$ cat config.mk
export PLATFORM = sky130hd
export DESIGN_NAME = pci_special_cmd_sel
export DESIGN_NICKNAME = d
export VERILOG_FILES = /design/src/rtl/pcicls_pkg.sv /design/src/rtl/pcicls_cfg_decode.sv /design/src/rtl/pcicls_iack_window.sv /design/src/rtl/pcicls_addr_phase.sv /design/src/rtl/pci_special_cmd_sel.sv
export SDC_FILE = /design/constraint.sdc
export NUM_CORES = 1
export LEC_CHECK = 0
export ABC_CLOCK_PERIOD_IN_PS = 3400
export BUFFER_PORTS_ARGS = -buffer_cell sky130_fd_sc_hd__buf_2
export CORE_MARGIN = 4
export CORE_UTILIZATION = 25
export CTS_CLUSTER_DIAMETER = 30
export DETAILED_ROUTE_END_ITERATION = 10
export MAX_ROUTING_LAYER = met4
export PLACE_DENSITY = 0.48
export SLEW_MARGIN = 5
export SYNTH_ARGS = -nofsm -noshare
export SYNTH_HDL_FRONTEND = slang
export SYNTH_SLANG_ARGS = --single-unit
$ cat constraint.sdc
create_clock -name clk -period 3.4 [get_ports clk]
set_input_delay 0.34 -clock clk [delete_from_list [all_inputs] [get_ports clk]]
set_output_delay 0.34 -clock clk [all_outputs]
set_load 0.05 [all_outputs]
$ cat src/rtl/pcicls_pkg.sv
package pcicls_pkg;

    localparam int AD_W  = 32;
    localparam int CBE_W = 4;

    typedef enum logic [1:0] {
        CMD_IACK    = 2'b00,
        CMD_SPECIAL = 2'b01,
        CMD_CFG0    = 2'b10,
        CMD_CFG1    = 2'b11
    } pci_cmd_e;

    localparam logic [CBE_W-1:0] CBE_IACK    = 4'b0000;
    localparam logic [CBE_W-1:0] CBE_SPECIAL = 4'b0001;
    localparam logic [CBE_W-1:0] CBE_CFG_RD  = 4'b1010;
    localparam logic [CBE_W-1:0] CBE_CFG_WR  = 4'b1011;

    typedef struct packed {
        logic       en;
        logic [7:0] bus;
        logic [4:0] dev;
        logic [2:0] func;
        logic [5:0] regn;
    } cfg_addr_t;

    typedef struct packed {
        cfg_addr_t         cfg;
        logic              cyc_valid;
        pci_cmd_e          cmd;
        logic [AD_W-1:0]   ad;
        logic [CBE_W-1:0]  cbe;
        logic              par;
        logic [AD_W-1:0]   data;
        logic              rd_valid;
        logic [AD_W-1:0]   rdata;
        logic              err;
    } sel_state_t;

    function automatic logic [AD_W-1:0] cfg_to_word(cfg_addr_t c);
        return {c.en, 7'b0, c.bus, c.dev, c.func, c.regn, 2'b00};
    endfunction

    function automatic cfg_addr_t word_to_cfg(logic [AD_W-1:0] w);
        cfg_addr_t c;
        c.en   = w[31];
        c.bus  = w[23:16];
        c.dev  = w[15:11];
        c.func = w[10:8];
        c.regn = w[7:2];
        return c;
    endfunction

endpackage

$ cat src/rtl/pcicls_cfg_decode.sv
module pcicls_cfg_decode
    import pcicls_pkg::*;
(
    input  cfg_addr_t cfg,
    input  logic      is_write,
    output logic      issue,
    output logic      rd_ones,
    output pci_cmd_e  cmd
);

    logic on_local_bus;
    logic reserved_pat;

    always_comb begin
        on_local_bus = (cfg.bus == 8'h00);
        reserved_pat = on_local_bus && (&cfg.dev) && (&cfg.func) && (cfg.regn == 6'd0);
        issue   = cfg.en;
        rd_ones = !cfg.en && !is_write;
        if (!on_local_bus)
            cmd = CMD_CFG1;
        else if (reserved_pat)
            cmd = is_write ? CMD_SPECIAL : CMD_IACK;
        else
            cmd = CMD_CFG0;
    end

endmodule

$ cat src/rtl/pcicls_iack_window.sv
module pcicls_iack_window
    import pcicls_pkg::*;
#(
    parameter logic [AD_W-1:0] MAP_A_LOC    = 32'hBFFF_FFF0,
    parameter logic [AD_W-1:0] WIN_BASE     = 32'hFEF0_0000,
    parameter int              WIN_LOW_BITS = 20
) (
    input  logic [AD_W-1:0] addr,
    input  logic [1:0]      mode,
    output logic            hit
);

    localparam int TAG_W = AD_W - WIN_LOW_BITS;

    logic exact_hit;
    logic range_hit;

    always_comb begin
        exact_hit = (addr == MAP_A_LOC);
        range_hit = (addr[AD_W-1:WIN_LOW_BITS] == WIN_BASE[AD_W-1:WIN_LOW_BITS]);
        unique case (mode)
            2'b00:   hit = exact_hit;
            2'b01,
            2'b10:   hit = range_hit;
            default: hit = 1'b0;
        endcase
    end

    // the tag width must leave room for a real compare
    initial begin
        if (TAG_W < 1) $error("window low bits exceed address width");
    end

endmodule

$ cat src/rtl/pcicls_addr_phase.sv
module pcicls_addr_phase
    import pcicls_pkg::*;
(
    input  pci_cmd_e          cmd,
    input  logic              is_write,
    input  logic [7:0]        bus,
    input  logic [4:0]        dev,
    input  logic [2:0]        func,
    input  logic [5:0]        regn,
    output logic [AD_W-1:0]   ad,
    output logic [CBE_W-1:0]  cbe,
    output logic              par
);

    localparam int SEL_LO   = 11;
    localparam int SEL_LINES = AD_W - SEL_LO;

    logic [SEL_LINES-1:0] idsel;

    for (genvar g = 0; g < SEL_LINES; g++) begin : g_idsel
        assign idsel[g] = (dev == 5'(g));
    end

    always_comb begin
        unique case (cmd)
            CMD_IACK: begin
                ad  = '0;
                cbe = CBE_IACK;
            end
            CMD_SPECIAL: begin
                ad  = '0;
                cbe = CBE_SPECIAL;
            end
            CMD_CFG0: begin
                ad  = {idsel, func, regn, 2'b00};
                cbe = is_write ? CBE_CFG_WR : CBE_CFG_RD;
            end
            default: begin
                ad  = {8'h00, bus, dev, func, regn, 2'b01};
                cbe = is_write ? CBE_CFG_WR : CBE_CFG_RD;
            end
        endcase
        par = ^{ad, cbe};
    end

endmodule

$ cat src/rtl/pci_special_cmd_sel.sv
module pci_special_cmd_sel
    import pcicls_pkg::*;
#(
    parameter logic [31:0] CFG_ADDR_LOC = 32'hFEC0_0000,
    parameter logic [31:0] CFG_DATA_LOC = 32'hFEE0_0000,
    parameter logic [31:0] MAP_A_LOC    = 32'hBFFF_FFF0,
    parameter logic [31:0] WIN_BASE     = 32'hFEF0_0000,
    parameter int          WIN_LOW_BITS = 20
) (
    input  logic        clk,
    input  logic        rst_n,
    input  logic        host_valid,
    input  logic        host_write,
    input  logic [31:0] host_addr,
    input  logic [31:0] host_wdata,
    input  logic [1:0]  map_mode,
    input  logic        err_report_en,
    output logic        cyc_valid,
    output logic [1:0]  cyc_cmd,
    output logic [31:0] cyc_ad,
    output logic [3:0]  cyc_cbe,
    output logic        cyc_par,
    output logic [31:0] cyc_data,
    output logic        host_rd_valid,
    output logic [31:0] host_rdata,
    output logic        host_err
);

    sel_state_t st_d, st_q;

    logic     hit_cfga_d, hit_cfgd_d, hit_win_d;
    logic     cd_issue_d, cd_rd_ones_d;
    pci_cmd_e cd_cmd_d, sel_cmd_d;
    logic [AD_W-1:0]  ap_ad_d;
    logic [CBE_W-1:0] ap_cbe_d;
    logic             ap_par_d;

    assign hit_cfga_d = (host_addr == CFG_ADDR_LOC);
    assign hit_cfgd_d = (host_addr == CFG_DATA_LOC);

    pcicls_cfg_decode i_cfg_decode (
        .cfg      (st_q.cfg),
        .is_write (host_write),
        .issue    (cd_issue_d),
        .rd_ones  (cd_rd_ones_d),
        .cmd      (cd_cmd_d)
    );

    pcicls_iack_window #(
        .MAP_A_LOC    (MAP_A_LOC),
        .WIN_BASE     (WIN_BASE),
        .WIN_LOW_BITS (WIN_LOW_BITS)
    ) i_iack_window (
        .addr (host_addr),
        .mode (map_mode),
        .hit  (hit_win_d)
    );

    assign sel_cmd_d = hit_cfgd_d ? cd_cmd_d : CMD_IACK;

    pcicls_addr_phase i_addr_phase (
        .cmd      (sel_cmd_d),
        .is_write (host_write),
        .bus      (st_q.cfg.bus),
        .dev      (st_q.cfg.dev),
        .func     (st_q.cfg.func),
        .regn     (st_q.cfg.regn),
        .ad       (ap_ad_d),
        .cbe      (ap_cbe_d),
        .par      (ap_par_d)
    );

    always_comb begin
        st_d           = st_q;
        st_d.cyc_valid = 1'b0;
        st_d.cmd       = CMD_IACK;
        st_d.ad        = '0;
        st_d.cbe       = '0;
        st_d.par       = 1'b0;
        st_d.data      = '0;
        st_d.rd_valid  = 1'b0;
        st_d.rdata     = '0;
        st_d.err       = 1'b0;

        if (host_valid) begin
            if (hit_cfga_d) begin
                if (host_write) begin
                    st_d.cfg = word_to_cfg(host_wdata);
                end else begin
                    st_d.rd_valid = 1'b1;
                    st_d.rdata    = cfg_to_word(st_q.cfg);
                end
            end else if (hit_cfgd_d) begin
                if (cd_issue_d) begin
                    st_d.cyc_valid = 1'b1;
                    st_d.cmd       = sel_cmd_d;
                    st_d.ad        = ap_ad_d;
                    st_d.cbe       = ap_cbe_d;
                    st_d.par       = ap_par_d;
                    st_d.data      = host_write ? host_wdata : '0;
                end else if (cd_rd_ones_d) begin
                    st_d.rd_valid = 1'b1;
                    st_d.rdata    = '1;
                end
            end else if (hit_win_d) begin
                if (host_write) begin
                    st_d.err = err_report_en;
                end else begin
                    st_d.cyc_valid = 1'b1;
                    st_d.cmd       = sel_cmd_d;
                    st_d.ad        = ap_ad_d;
                    st_d.cbe       = ap_cbe_d;
                    st_d.par       = ap_par_d;
                end
            end
        end
    end

    always_ff @(posedge clk or negedge rst_n) begin
        if (!rst_n) st_q <= '0;
        else        st_q <= st_d;
    end

    assign cyc_valid     = st_q.cyc_valid;
    assign cyc_cmd       = st_q.cmd;
    assign cyc_ad        = st_q.ad;
    assign cyc_cbe       = st_q.cbe;
    assign cyc_par       = st_q.par;
    assign cyc_data      = st_q.data;
    assign host_rd_valid = st_q.rd_valid;
    assign host_rdata    = st_q.rdata;
    assign host_err      = st_q.err;

endmodule

### Yosys cells after proc, flatten, opt, wreduce, memory -nomap -nowiden

Cells that the tools add are included.

* output and inout port bits: 106
* register bits: 129
* word-level logic and storage cells: 83

* reductions and logical operators: 17
* multiplexer cells: 24
* equal/unequal tests: 28

Operator list (number)
* 2-to-1 mux 72 bit: 2
* 2-to-1 mux 33 bit: 4
* 2-to-1 mux 40 bit: 3
* 2-to-1 mux 106 bit: 1
* equality test 32 bit (second input constant): 3
* 2-to-1 mux 65 bit: 1
* case mux 32 bit (2 select lines): 1
* equality test 5 x 4 -> 1 bit (second input constant): 8
* parity 36 bit: 1
* 2-to-1 mux 32 bit: 1
* equality test 5 bit (second input constant): 5
* equality test 5 x 3 -> 1 bit (second input constant): 4
* equality test 12 bit (second input constant): 1
* equality test 5 x 2 -> 1 bit (second input constant): 2
* zero test 8 bit: 1
* case mux 4 bit (2 select lines): 1
* zero test 6 bit: 1
* 2-to-1 mux 1 bit: 6
* 2-to-1 mux 2 bit: 3
* AND reduction 3 bit: 2
* equality test 5 x 1 -> 1 bit (second input constant): 1
* zero test 5 bit: 1
* AND reduction 5 bit: 1
* equality test 2 x 1 -> 1 bit (second input constant): 2
* other kinds (6): 13

### Logic depth before layout (Yosys ltp)

Gate-level depths: netlist (run 1).

* depth after elaboration: 16
* depth in mapped cells: 12
* depth with buffers taken out: 10

### Hierarchy

Synthesis (run 1) repeated with hierarchy kept, for this count alone.

* cells, all modules: 614
* area, all modules: 6140.9 um2

Modules (own cells, without submodules)
* pci_special_cmd_sel: sequential area each 3027.9 um2, cells an instance 461, instances 1, area an instance 5134.9 um2
* pcicls_addr_phase: sequential area each 0.0 um2, cells an instance 120, instances 1, area an instance 769.5 um2
* pcicls_iack_window: sequential area each 0.0 um2, cells an instance 20, instances 1, area an instance 143.9 um2
* pcicls_cfg_decode: sequential area each 0.0 um2, cells an instance 13, instances 1, area an instance 92.6 um2

### Least setup slack after synthesis (run 1)

No wires, ideal clock.

* path type: input port to flip-flop
* start: input host_addr[1]
* end: register st_q[111] (netlist name)
* stages: 8
* data required time: 3275 ps
* arrival: 2382 ps
* slack: 893 ps
* buffers on the path: 2
* cell sequence: or4_1 -> nor3_1 -> nand2_1 -> or2_2 -> clkbuf_1 -> nor2_2 -> buf_2 -> mux2_2

* cells in the longest elaborated chain, start to end: 2

RTL lines
* from (decl): RTL line pci_special_cmd_sel.sv:14 `input logic [31:0] host_addr,`
* equality test 32 bit: RTL line pci_special_cmd_sel.sv:38 `assign hit_cfga_d = (host_addr == CFG_ADDR_LOC);`
* AND reduction 3 bit (no line)
* to (signal assigned): RTL line pci_special_cmd_sel.sv:121 `else st_q <= st_d;`
* to (decl): RTL line pci_special_cmd_sel.sv:29 `sel_state_t st_d, st_q;`

Every way passes these cells.
A chain may end at the register's enable or synchronous reset.

==> results of run 1 <==
## kinds of logic after synthesis
| family | count (synthesis) |
|---|---|
| buffers and inverters | 33 |
| AO/OA/AOI/OAI | 50 |
| XOR/XNOR | 20 |
| adder cells (fa/ha/maj) | 2 |
| flip-flops | 118 |
| multiplexers | 23 |
| other | 1 |
| AND/OR/NAND/NOR | 136 |
## metal layers
layer	share of wire (%)	vias up	wire length, um	GRT usage (%)
met4	1.7	0	235	4.99
met3	6.7	16	926	4.03
met1	46	1742	6350	17.9
met5	0	-	0	-
met2	46	154	6370	20.2
li1	-	1658	-	-
## power breakdown
| part | internal (W) | switching, W |
|---|---|---|
| Clock | 0.00136 | 0.000641 |
| Sequential | 0.00141 | 0.000000000231 |
| Combinational | 0.0000364 | 0.0000608 |
| Total | 0.00280 | 0.000702 |
## metrics by stage
stage	setup slack, ns	utilization, %	power, W
floorplan	0.893	-	0.00145
detailed placement	0.614	31.6	0.00153
finish	0.558	35.1	0.00350
CTS	0.623	35.1	0.00355
global route	0.456	35.1	0.00364
global placement	0.684	31.6	0.00153
## cell usage in the layout, fill, tap and decap left out, types with 4 or more instances in the layout
master	count
and2_1	42
nor4_1	5
nand2b_1	4
mux2_2	22
nor3_1	11
xor2_1	6
nand3_1	4
inv_1	4
a21oi_1	10
buf_4	13
nor2_1	26
bufinv_16	5
dfrtp_1	118
buf_2	173
nand2_1	12
o21ai_0	4
xnor2_1	11
clkbuf_16	17
o21a_1	23
nand4_1	7
## worst paths after layout
kind / start / to / slack (ns) / cells after the start
hold / removal: rst_n / cyc_ad[14]$_DFF_PN0_ / 0.03 / 1
max in group asynchronous: rst_n / st_q[110]$_DFFE_PN0P_ / 2.47 / 2
hold reg to reg: st_q[106]$_DFFE_PN0P_ / cyc_ad[2]$_DFF_PN0_ / 0.57 / 1
setup / recovery: st_q[125]$_DFFE_PN0P_ / cyc_par$_DFF_PN0_ / 0.56 / 8
setup reg to reg: st_q[125]$_DFFE_PN0P_ / cyc_par$_DFF_PN0_ / 0.56 / 8
min in group clk: host_wdata[0] / cyc_data[0]$_DFF_PN0_ / 0.14 / 2
## critical path: cells and delay by family, from the launching register on
kind             cells  cell delay, ns
AO/OA/AOI/OAI        1            0.24
XOR/XNOR             4            0.88
flip-flops           1            0.45
AND/OR/NAND/NOR      3            1.14
## sequential cells by signal (all words and copies together), names as in the netlist, 2 cells and up
signal	cells
st_q	23
cyc_ad	31
cyc_cmd	2
cyc_cbe	2
host_rdata	24
cyc_data	32
## area by class of cell
type	count	area, um^2
well taps	260	325
clock buffers	21	470
clock inverters	11	195
inverters	4	15.0
repair buffers	186	963
multi-input cells	233	1690
flip-flops and latches	118	2950
fillers	1913	12200
==> qor.yml, run 1 <==
status: "finished, final reports clean"
vias: 3570
maxCapViolations: 0
routed_wl_mm: 13.9
synth_most_common_cell: "dfrtp_1"
period_minus_slack_ns: 2.84
fp.dieArea_um2: 21500
n_antenna_cell: 0
grt_overflow: 0
synth_compound_area_share_pct: 7.63
viasPerCell: 4.29
dp_cells: 801
cpPeakStageDelay_ns: 0.58
rows: 50
synth_area_leaders: "dfrtp_1 61%, and2_1 5.5%, mux2_2 5.2%"
synth-seq-cells: 118
die_w_um: 147
drive_gt1_share_pct: 44.3
ys_seq_area_share_pct: 61.4
clk_pin_slew_ns: 0.06
synth_edf_count: 0
die_h_um: 147
cts_repair_resize_count: 0
path_class: "reg2reg"
drcViolationCount: 0
synthAdderAreaFrac_pct: 0.521
synth_xor_area_share_pct: 4.50
synth_flop_cell: "dfrtp_1"
grt_max_degree: 62
critPathSlowestCell: "or4_4"
hold_viol: 0
hpwl_mm: 10.3
worstPathMaxFanout: 10
period_share_pct: 83.6
max_freq_ghz: 0.352
cts_sinks: 118
clock_path_buffers: 2
gr-usage-all-layers_pct: 13.7
start_util_pct: 25.5
wire_per_inst_um: 16.7
crit_top_cell: "xnor3_1"
finalNonFillerCells: 833
irDropWorstVdd_mv: 0.283
synth_top_area_share_pct: 61.4
ys_warn_count: 0
antenna_found_initial: 0
min_path_type: "in2async"
required_ns: 3.69
grt_pass1_vias: 3842
yosys.area_share.simple_pct: 16.5
endpoint_kind: "register"
postRouteAntennaNets: 0
setup_violations: 0
area_delta_synth_final_pct: 37.5
yosysTopAreaCell: "dfrtp_1"
cts.htree.levels: 4
synth_cell_type_count: 53
syn_avg_cell_area_um2: 12.6
tns_ns: 0
syn_inst: 383
muxShareOfSynthArea_pct: 5.36
numPortBuffers: 174
first_pass_iters: 4
drt_iter0_markers: 264
postSynth.asyncResetShare_pct: 100
fin_nets: 633
p_leak_nw: 3.51
report.final.slew_viol_count: 0
holdWs_ns: 0.0293
netlist_area_um2: 4810
powerDensity_nw_per_um2: 530
worstMarginPinSlew_ns: 0.809
cp_data_arrival_time_ns: 3.13
cts_inserted_buffers: 17
cts_tree: "yes"
rsz0062_at_grt: "false"
synth_top_family_by_area: "simple AND/OR/NAND/NOR gates"
cts-root-buf: "clkbuf_16"
design.core.area_um2: 18800
cts_setup_buffers: 0
grt_pass1_wl_mm: 21.9
clock_latency_ns: 0.41
placed_cell_area_um2: 5940
relSlewSlack_pct: 46.1
final_cell_area_um2: 6610
place.gp.congestion: 0.905
clock_skew_ns: 0.0144
crit_chain: "or4_4, nor3_2, a31oi_1, xor2_1, xnor2_1, xnor3_1, xnor3_1, nor2_1"
io_pins: 177
synthTopCellsByCount: "118 x dfrtp_1, 42 x and2_1, 26 x nor2_1"
cp-start-kind: "register"
postCtsHoldBufs: 0
Note: power is estimated with default switching activity, not from simulation.
==> run 2: changes to the inputs <==
--- a/config.mk
+++ b/config.mk
@@ -5,7 +5,8 @@
 export SDC_FILE = /design/constraint.sdc
 export NUM_CORES = 1
 export LEC_CHECK = 0
-export ABC_CLOCK_PERIOD_IN_PS = 3400
+export ABC_AREA = 1
+export ABC_CLOCK_PERIOD_IN_PS = 2600
 export BUFFER_PORTS_ARGS = -buffer_cell sky130_fd_sc_hd__buf_2
 export CORE_MARGIN = 4
 export CORE_UTILIZATION = 25
==> constraint.sdc (replaced) <==
create_clock -name clk -period 2.6 [get_ports clk]
set_input_delay 0.26 -clock clk [delete_from_list [all_inputs] [get_ports clk]]
set_output_delay 0.26 -clock clk [all_outputs]
set_load 0.05 [all_outputs]
==> qor.yml, run 2 <==
path_class: "reg2reg"  # unchanged
synth_edf_count: 0  # unchanged
holdWs_ns: 0.0457  # was 0.0293 ns
viasPerCell: 4.22  # was 4.29
numPortBuffers: 174  # unchanged
fp.dieArea_um2: 25300  # was 21500 um^2
synth_top_area_share_pct: 51.8  # was 61.4%
relSlewSlack_pct: 55.0  # was 46.1%
setup_violations: 0  # unchanged
final_cell_area_um2: 7970  # was 6610 um^2
status: "finished, final reports clean"  # unchanged
final_cell_mix: "173 x buf_2, 145 x nand2_1, 117 x dfrtp_1"  # was 173 x buf_2, 118 x dfrtp_1, 42 x and2_1
rsz0062_at_grt: "true"  # was false
max_freq_ghz: 0.405  # was 0.352 GHz
drive_gt1_share_pct: 35.3  # was 44.3%
yosysTopAreaCell: "dfrtp_1"  # unchanged
cts.htree.levels: 4  # unchanged
min_from: "host_wdata[30]"
worstPathMaxFanout: 6  # was 10
final_util_pct: 36.1  # was 35.1%
drcViolationCount: 0  # unchanged
cts-root-buf: "clkbuf_16"  # unchanged
fin_nets: 1008  # was 633
period_share_pct: 95.0  # was 83.6%
powerDensity_nw_per_um2: 536  # was 530 nW/um^2
clk_pin_slew_ns: 0.06  # about the same
synth-seq-cells: 118  # unchanged
cp-start-kind: "register"  # unchanged
synthTopCellsByCount: "162 x nand2_1, 124 x nor2_1, 118 x dfrtp_1"  # was 118 x dfrtp_1, 42 x and2_1, 26 x nor2_1
maxCapViolations: 0  # unchanged
ys_warn_count: 0  # unchanged
synth_most_common_cell: "nand2_1"  # was dfrtp_1
syn_inst: 714  # was 383
grt_pass1_vias: 5072  # was 3842
gr-usage-all-layers_pct: 14.2  # was 13.7%
hold_viol: 0  # unchanged
tns_ns: 0  # unchanged
postSynth.asyncResetShare_pct: 100  # unchanged
clock_path_buffers: 2  # unchanged
routed_wl_mm: 17.3  # was 13.9 mm
vias: 5182  # was 3570
ys_seq_area_share_pct: 51.8  # was 61.4%
place.gp.congestion: 0.876  # was 0.905
first_pass_iters: 6  # was 4
antenna_found_initial: 0  # unchanged
die_h_um: 159  # was 147 um
clock_skew_ns: 0.00736  # was 0.0144 ns
start_util_pct: 25.8  # was 25.5%
cts_sinks: 118  # unchanged
irDropWorstVdd_mv: 0.426  # was 0.283 mV
synth_area_leaders: "dfrtp_1 52%, nand2_1 11%, nor2_1 8.2%"  # was dfrtp_1 61%, and2_1 5.5%, mux2_2 5.2%
min_path_type: "in2reg"  # was in2async
cts_tree: "yes"  # unchanged
cts_inserted_buffers: 17  # unchanged
period_minus_slack_ns: 2.47  # was 2.84 ns
rr_worst_depth: 20  # was 8
cp_data_arrival_time_ns: 2.81  # was 3.13 ns
layout_commonest_cell: "buf_2"  # unchanged
grt_max_degree: 119  # was 62
whs_endpoint: "cyc_data[30]$_DFF_PN0_"
netlist_area_um2: 5700  # was 4810 um^2
postRouteAntennaNets: 0  # unchanged
grt_overflow: 0  # unchanged
worstReg2RegStart: "st_q[120]$_DFFE_PN0P_"  # was st_q[125]$_DFFE_PN0P_
dp_cells: 1184  # was 801
io_pins: 177  # unchanged
largest_reg_flops: 32  # unchanged
min_path_cells: 3
p_leak_nw: 4.69  # was 3.51 nW
report.final.slew_viol_count: 0  # unchanged
design.core.area_um2: 22100  # was 18800 um^2
die_w_um: 159  # was 147 um
area_delta_synth_final_pct: 39.9  # was 37.5%
syn_avg_cell_area_um2: 7.98  # was 12.6 um^2
grt_pass1_wl_mm: 27.7  # was 21.9 mm
rrSetupSlack_ns: 0.13  # was 0.56 ns
endpoint_kind: "register"  # unchanged
worstMarginPinSlew_ns: 0.667  # was 0.809 ns
clock_latency_ns: 0.41  # about the same
wire_per_inst_um: 14.1  # was 16.7 um
placed_cell_area_um2: 7140  # was 5940 um^2
drt_iter0_markers: 353  # was 264
finalNonFillerCells: 1228  # was 833
hpwl_mm: 13.0  # was 10.3 mm
n_antenna_cell: 0  # unchanged
synth_flop_cell: "dfrtp_1"  # unchanged
r2r-end: "cyc_par$_DFF_PN0_"  # unchanged
required_ns: 2.94  # was 3.69 ns
synth_cell_type_count: 37  # was 53
rows: 54  # was 50
run 2: worst max-delay path, cell delays in order, from the launching register on:
cell     delay (ns)
dfrtp_1        0.38
nor2_1         0.13
nand2_2        0.12
nor2_4         0.25
nand3_4        0.13
nand3_4        0.23
buf_4          0.17
nor3_4         0.05
nand2_2        0.10
nand2_1        0.06
nor2_2         0.10
nand2_1        0.05
nand2_1        0.07
nand2_1        0.05
nand2_1        0.06
nand2_2        0.07
inv_2          0.05
nand3_2        0.07
nand3_2        0.08
nand2_1        0.05
nor2_1         0.11
run 2: area by class of cell:
| cell class | instances | area [um^2] |
|---|---|---|
| fill | 2350 | 14100 |
| multi-input combinational | 447 | 2270 |
| clock inverter | 14 | 141 |
| clock buffer | 18 | 439 |
| tap | 280 | 350 |
| inverter | 126 | 480 |
| timing repair buffer | 225 | 1330 |
| sequential | 118 | 2950 |
run 2: logic make-up (layout without fill, tap and decap cells):
group,Yosys count,after routing,synth area share (%)
xor gates and xnor gates,4,4,0.615
and+or+nand+nor,388,390,31.3
AOI/OAI and AO/OA,49,49,4.44
other,1,2,0.0658
buffers and inverters,152,383,11.3
DFF,118,118,51.8
adders and majority gates,2,2,0.439
run 2: worst max-delay path by stage:
| stage | startpoint | to | slack [ns] | depth (start not counted) |
|---|---|---|---|---|
| floorplan | st_q[116]$_DFFE_PN0P_ | cyc_par$_DFF_PN0_ | 0.41 | 22 |
| global placement | host_addr[14] | cyc_par$_DFF_PN0_ | 0.12 | 21 |
| detailed placement | host_addr[2] | cyc_par$_DFF_PN0_ | 0.04 | 21 |
| CTS | st_q[108]$_DFFE_PN0P_ | cyc_par$_DFF_PN0_ | 0.08 | 20 |
| global route | st_q[120]$_DFFE_PN0P_ | cyc_par$_DFF_PN0_ | -0.06 | 21 |
| finish | st_q[120]$_DFFE_PN0P_ | cyc_par$_DFF_PN0_ | 0.13 | 20 |
run 2: timing repair:
item / in CTS / in global routing
buffers inserted: 0 / 9
endpoints found under the hold margin: 118 / 0
gates resized for setup: 0 / 47
endpoints found under the setup margin: 0 / 1
hold buffers: 1 / 0
run 2: report_power, final:
part | leakage, nW | switching (W) | internal [W]
Sequential | 1.65 | 0.000000000159 | 0.00184
Clock | 0.284 | 0.000922 | 0.00137
Combinational | 2.75 | 0.0000941 | 0.0000547
run 2: layer usage:
| layer | wire length, um | vias to the layer above | GRT usage [%] |
|---|---|---|---|
| met2 | 7670 | 175 | 21.4 |
| met4 | 208 | 0 | 3.91 |
| li1 | - | 2629 | - |
| met1 | 8270 | 2367 | 19.1 |
| met3 | 1110 | 11 | 3.86 |
| met5 | 0 | - | - |
run 2: metrics by stage:
step / total power (W) / setup WS (ns)
after floorplan: 0.00191 / 0.408
after global placement: 0.00202 / 0.120
after detailed placement: 0.00202 / 0.0393
after CTS: 0.00435 / 0.0770
after global routing: 0.00446 / -0.0626
final: 0.00427 / 0.129
